**config.mk**
```make
export PLATFORM = sky130hd
export DESIGN_NAME = gpio16_port
export DESIGN_NICKNAME = d
export VERILOG_FILES = /design/src/rtl/gpio16_pkg.sv /design/src/rtl/gpio16_sync.sv /design/src/rtl/gpio16_edge.sv /design/src/rtl/gpio16_irq.sv /design/src/rtl/gpio16_port.sv
export SDC_FILE = /design/constraint.sdc
export NUM_CORES = 1
export LEC_CHECK = 0
export ABC_AREA = 1
export CORE_MARGIN = 4
export CORE_UTILIZATION = 43
export DETAILED_ROUTE_END_ITERATION = 7
export HOLD_SLACK_MARGIN = 0.05
export PLACE_DENSITY = 0.66
export RECOVER_POWER = 25
export SYNTH_ARGS = -nofsm -noshare
export SYNTH_HDL_FRONTEND = slang
export SYNTH_SLANG_ARGS = --single-unit
```
**constraint.sdc**
```tcl
create_clock -name clk -period 2.6 [get_ports clk]
set_clock_uncertainty 0.1 [all_clocks]
set_input_delay 0.52 -clock clk [delete_from_list [all_inputs] [get_ports clk]]
set_output_delay 0.52 -clock clk [all_outputs]
set_load 0.02 [all_outputs]
```
**src/rtl/gpio16_pkg.sv**
```systemverilog
package gpio16_pkg;

    // Register byte offsets
    localparam int unsigned OFF_PIN_IN   = 'h00;
    localparam int unsigned OFF_LATCH    = 'h04;
    localparam int unsigned OFF_DIR      = 'h08;
    localparam int unsigned OFF_EDGE_SEL = 'h0C;
    localparam int unsigned OFF_MASK     = 'h10;
    localparam int unsigned OFF_STATUS   = 'h14;
    localparam int unsigned OFF_PIN_EN   = 'h18;

    typedef enum logic [1:0] {
        ACC_BYTE = 2'b00,
        ACC_HALF = 2'b01,
        ACC_WORD = 2'b10,
        ACC_RSVD = 2'b11
    } acc_size_e;

endpackage

```
**src/rtl/gpio16_sync.sv**
```systemverilog
module gpio16_sync #(
    parameter int LINES  = 16,
    parameter int STAGES = 2
) (
    input  logic             clk,
    input  logic             rst_n,
    input  logic [LINES-1:0] async_in,
    output logic [LINES-1:0] sync_out
);

    logic [STAGES-1:0][LINES-1:0] stage_d, stage_q;

    always_comb begin
        stage_d[0] = async_in;
        for (int i = 1; i < STAGES; i++) begin
            stage_d[i] = stage_q[i-1];
        end
    end

    always_ff @(posedge clk or negedge rst_n) begin
        if (!rst_n) begin
            stage_q <= '0;
        end else begin
            stage_q <= stage_d;
        end
    end

    assign sync_out = stage_q[STAGES-1];

endmodule

```
**src/rtl/gpio16_edge.sv**
```systemverilog
module gpio16_edge #(
    parameter int LINES = 16
) (
    input  logic             clk,
    input  logic             rst_n,
    input  logic [LINES-1:0] level,
    output logic [LINES-1:0] rise,
    output logic [LINES-1:0] fall
);

    logic [LINES-1:0] prev_d, prev_q;

    always_comb begin
        prev_d = level;
        rise   = level & ~prev_q;
        fall   = ~level & prev_q;
    end

    always_ff @(posedge clk or negedge rst_n) begin
        if (!rst_n) begin
            prev_q <= '0;
        end else begin
            prev_q <= prev_d;
        end
    end

endmodule

```
**src/rtl/gpio16_irq.sv**
```systemverilog
module gpio16_irq #(
    parameter int LINES = 16
) (
    input  logic             clk,
    input  logic             rst_n,
    input  logic [LINES-1:0] rise,
    input  logic [LINES-1:0] fall,
    input  logic [LINES-1:0] edge_sel,
    input  logic [LINES-1:0] armed,
    input  logic             clr_en,
    input  logic [LINES-1:0] clr_bits,
    output logic [LINES-1:0] status,
    output logic             irq
);

    typedef struct packed {
        logic [LINES-1:0] status;
        logic             irq;
    } irq_state_t;

    irq_state_t s_d, s_q;
    logic [LINES-1:0] hit;
    logic [LINES-1:0] clr_vec;

    always_comb begin
        hit       = armed & ((edge_sel & rise) | (~edge_sel & fall));
        clr_vec   = clr_en ? clr_bits : '0;
        // a new event wins over a clear in the same cycle
        s_d.status = (s_q.status & ~clr_vec) | hit;
        s_d.irq    = |s_d.status;
    end

    always_ff @(posedge clk or negedge rst_n) begin
        if (!rst_n) begin
            s_q <= '0;
        end else begin
            s_q <= s_d;
        end
    end

    assign status = s_q.status;
    assign irq    = s_q.irq;

endmodule

```
**src/rtl/gpio16_port.sv**
```systemverilog
module gpio16_port #(
    parameter int               LINES        = 16,
    parameter int               ADDR_W       = 8,
    parameter int               SYNC_STAGES  = 2,
    parameter logic [LINES-1:0] BAD_RD_VALUE = '0
) (
    input  logic              clk,
    input  logic              rst_n,
    input  logic              req_valid,
    input  logic              req_write,
    input  logic [1:0]        req_size,
    input  logic [ADDR_W-1:0] req_addr,
    input  logic [LINES-1:0]  req_wdata,
    output logic [LINES-1:0]  rd_data,
    input  logic [LINES-1:0]  pin_in,
    output logic [LINES-1:0]  pin_out,
    output logic [LINES-1:0]  pin_oe,
    output logic              irq
);
    import gpio16_pkg::*;

    typedef struct packed {
        logic [LINES-1:0] latch;
        logic [LINES-1:0] dir;
        logic [LINES-1:0] edge_sel;
        logic [LINES-1:0] mask;
        logic [LINES-1:0] pin_en;
        logic [LINES-1:0] drive;
    } regs_t;

    localparam regs_t REGS_RST = '{
        latch:    '1,
        dir:      '1,
        edge_sel: '1,
        mask:     '1,
        pin_en:   '1,
        drive:    '0
    };

    regs_t r_d, r_q;

    logic             acc_half;
    logic             wr_ok;
    logic             rd_ok;
    logic             clr_en;
    logic [LINES-1:0] pin_sync;
    logic [LINES-1:0] rise, fall;
    logic [LINES-1:0] status_q;

    assign acc_half = (req_size == ACC_HALF);
    assign wr_ok    = req_valid & req_write & acc_half;
    assign rd_ok    = req_valid & ~req_write;
    assign clr_en   = wr_ok & (req_addr == ADDR_W'(OFF_STATUS));

    gpio16_sync #(
        .LINES  (LINES),
        .STAGES (SYNC_STAGES)
    ) u_sync (
        .clk      (clk),
        .rst_n    (rst_n),
        .async_in (pin_in),
        .sync_out (pin_sync)
    );

    gpio16_edge #(
        .LINES (LINES)
    ) u_edge (
        .clk   (clk),
        .rst_n (rst_n),
        .level (pin_sync),
        .rise  (rise),
        .fall  (fall)
    );

    gpio16_irq #(
        .LINES (LINES)
    ) u_irq (
        .clk      (clk),
        .rst_n    (rst_n),
        .rise     (rise),
        .fall     (fall),
        .edge_sel (r_q.edge_sel),
        .armed    (r_q.dir & ~r_q.mask),
        .clr_en   (clr_en),
        .clr_bits (req_wdata),
        .status   (status_q),
        .irq      (irq)
    );

    // next-state of configuration registers
    always_comb begin
        r_d = r_q;
        if (wr_ok) begin
            case (req_addr)
                ADDR_W'(OFF_LATCH):    r_d.latch    = req_wdata;
                ADDR_W'(OFF_DIR):      r_d.dir      = req_wdata;
                ADDR_W'(OFF_EDGE_SEL): r_d.edge_sel = req_wdata;
                ADDR_W'(OFF_MASK):     r_d.mask     = req_wdata;
                ADDR_W'(OFF_PIN_EN):   r_d.pin_en   = req_wdata;
                default: ;
            endcase
        end
        // driven value changes only where the line is an output
        r_d.drive = r_d.latch & ~r_d.dir;
    end

    always_ff @(posedge clk or negedge rst_n) begin
        if (!rst_n) begin
            r_q <= REGS_RST;
        end else begin
            r_q <= r_d;
        end
    end

    // read path
    always_comb begin
        rd_data = '0;
        if (rd_ok) begin
            if (!acc_half) begin
                rd_data = BAD_RD_VALUE;
            end else begin
                case (req_addr)
                    ADDR_W'(OFF_PIN_IN):   rd_data = pin_sync & r_q.pin_en;
                    ADDR_W'(OFF_LATCH):    rd_data = r_q.latch;
                    ADDR_W'(OFF_DIR):      rd_data = r_q.dir;
                    ADDR_W'(OFF_EDGE_SEL): rd_data = r_q.edge_sel;
                    ADDR_W'(OFF_MASK):     rd_data = r_q.mask;
                    ADDR_W'(OFF_STATUS):   rd_data = status_q;
                    ADDR_W'(OFF_PIN_EN):   rd_data = r_q.pin_en;
                    default:               rd_data = '0;
                endcase
            end
        end
    end

    assign pin_out = r_q.drive;
    assign pin_oe  = ~r_q.dir;

endmodule

```
==> reports/results.ini <==
[drt]
drc_errors=0
wire_per_inst_um=16.93
drt-initial-drc-count=586
ant_nets=0
num_vias=6001
drt_wl_total_mm=19.76
via_per_inst=5.142
dr.pass1.iters=5

[status]
violations=capacitance limit, slew limit
status=finished with violations

[global_route]
grt_util_met2=0.3517
use_met3=0.05996
grt_pass1_wl_mm=31.39
gr-max-usage-layer=met2
grt_start_max_net_pins=63
antenna_found_initial=0
grtUsageMet1=0.2961
grt_pass1_vias=5851
grt_usage=0.2218
overflow=0

[finish]
layout.nets=984
final_util=0.5882
drive_above_1_share=0.2482
diodes=0
layout.cells.most_common_list=nand2_1 (184), inv_1 (83), dfrtp_1 (81), dfstp_2 (80), o21ai_0 (70)
design_area_sq_mm=0.009412
area_growth_pct=32.94
mostFrequentLayoutCell=nand2_1
final_cells=1167

[cts]
htree_levels=4
clk_path_buf_depth=2
clock_latency_ps=430
cts.clk_slew.worst_paths_ps=60
cts_root_buffer=clkbuf_16
cts_tree=built
cts_made_buffers=17
clock_sinks=161

[synthesis]
synth-edff-count=0
ys_types=22
synth_top_area_frac=0.2969
async_flop_share=1.000
synthFlopType=dfrtp_1
synth_top_cell_by_area=dfstp_2
seq_area_frac_synth=0.5832
syn_area_sq_mm=0.007079
syn_area_per_cell_sq_um=8.612
syn_nets=868
synth_cells=822
synth_area_leaders=dfstp_2 (30%), dfrtp_1 (29%), nand2_1 (10%)
ys_warn_count=0
synth.ff_latch_count=161

[critical_path]
cp.arrival_ps=1940
regToRegStartpoint=r_q[58]$_DFFE_PN1P_
cp-end-kind=primary output
cp-endpoint=rd_data[3]
worstPathRequired_ps=1980
crit_type=input pin to primary output
critPathLaunch=req_addr[0]
startpoint_type=input pin
reg2reg_to=u_irq.irq$_DFF_PN0_
r2r_slack_ps=1000
reg2reg_depth=9
path_max_fanout=8

[placement]
gp_congestion=0.8702
postPlaceCellArea_sq_mm=0.008433
port_buffers=94
dpl.cell_count=1128
dp_hpwl_mm=12.76

[timing]
setup_violations=0
drv_slew=61
post-route-min-period_ps=2560
fmaxAchievable_ghz=0.3906
hold_viol=0
maxSlewHeadroom=-0.05821
fin_crit_sh=0.9846
setup_tns_ps=0
worst-slew-pin-transition_ps=1587

[power]
leakagePower_uw=0.003719
power_uw=5315
power_density_mw_per_mm2=564.7
irDropWorstVdd_v=0.0004756

[floorplan]
io_pins=95
start_util=0.4424
rows=46
die_w_um=136.3
die_area_sq_mm=0.01858
die_height_um=136.3
core_sq_mm=0.01600

[min_path]
hp-start=u_sync.stage_d[28]$_DFF_PN0_
hp-class=register to register

[job]
max_cap_viol_count=1

## cells by family after synthesis
family	synth area share
buffers and inverters	0.08607
AO/OA/AOI/OAI	0.1184
flip-flops	0.5832
AND/OR/NAND/NOR	0.2123
## worst max-delay path: stages
cell and delay, ps:
buf_2 100, inv_2 40, nand2_2 60, inv_2 80, nand2_4 70, nor3_4 170
buf_6 160, a21oi_2 40, nand3_1 120, nand2_4 100, buf_12 180, a21oi_4 150
buf_6 140
## worst min-delay path by stage
stage	to	cells past startpoint	slack, ps
2_1_floorplan	pin_out[0]$_DFF_PN0_	0	120
6_report	u_sync.sync_out[12]$_DFF_PN0_	0	250
3_5_place_dp	u_sync.sync_out[11]$_DFF_PN0_	0	230
4_1_cts	u_sync.sync_out[12]$_DFF_PN0_	0	250
5_1_grt	u_sync.sync_out[12]$_DFF_PN0_	0	250
3_3_place_gp	u_sync.sync_out[11]$_DFF_PN0_	0	230
## Yosys cell counts (17+ instances only)
cell type / instances
o21ai_0: 90
dfstp_2: 80
nand3_1: 49
dfrtp_1: 81
nor2_1: 62
buf_4: 17
nand2_1: 188
clkbuf_1: 19
a21oi_1: 33
nor3_1: 33
o21ai_1: 43
inv_1: 88
## where the power goes
| group | switching, uW | internal (uW) |
|---|---|---|
| clock | 1070 | 1360 |
| combinational | 171 | 115 |
| sequential | 32.3 | 2570 |
| total | 1270 | 4050 |
## metrics by stage
stage / worst slack (ps) / hold slack [ps]
after floorplan: 115.8 / 124.4
after global placement: -887.1 / 232.2
after detailed placement: -864.2 / 234.7
after CTS: 3.667 / 248.8
after global routing: -36.03 / 251.6
final: 39.94 / 247.3
## sequential cells by signal, indices dropped and copies added, names as in the netlist
| register | cells |
|---|---|
| u_irq.irq | 1 |
| pin_out | 16 |
| u_edge.prev_q | 16 |
| r_q | 80 |
| u_sync.stage_d | 16 |
| u_sync.sync_out | 16 |
| u_irq.status | 16 |
## layer usage
metal  wire (um)  up-vias
met5           0        -
met4         438        0
met3        1328       42
met2        9237      228
met1        8751     2849
li1            -     2882
## layout make-up
class	instances	area, sq um
clock buffer	19	442.9
tap	216	270.3
clock inverter	13	127.6
sequential	161	4129
timing repair buffer	146	1480
multi-input combinational	520	2609
inverter	92	352.8
fill	1414	6589
## timing repair
| action | CTS | global route |
|---|---|---|
| buffers inserted | 1 | 1 |
| hold buffers | 1 | 0 |
| cloned | 3 | 1 |
| resized for setup | 182 | 36 |
| endpoints found under the setup margin | 16 | 16 |
| hold endpoints to repair | 30 | 0 |
| pin swaps | 18 | 13 |
Note: power is estimated with default switching activity, not from simulation.
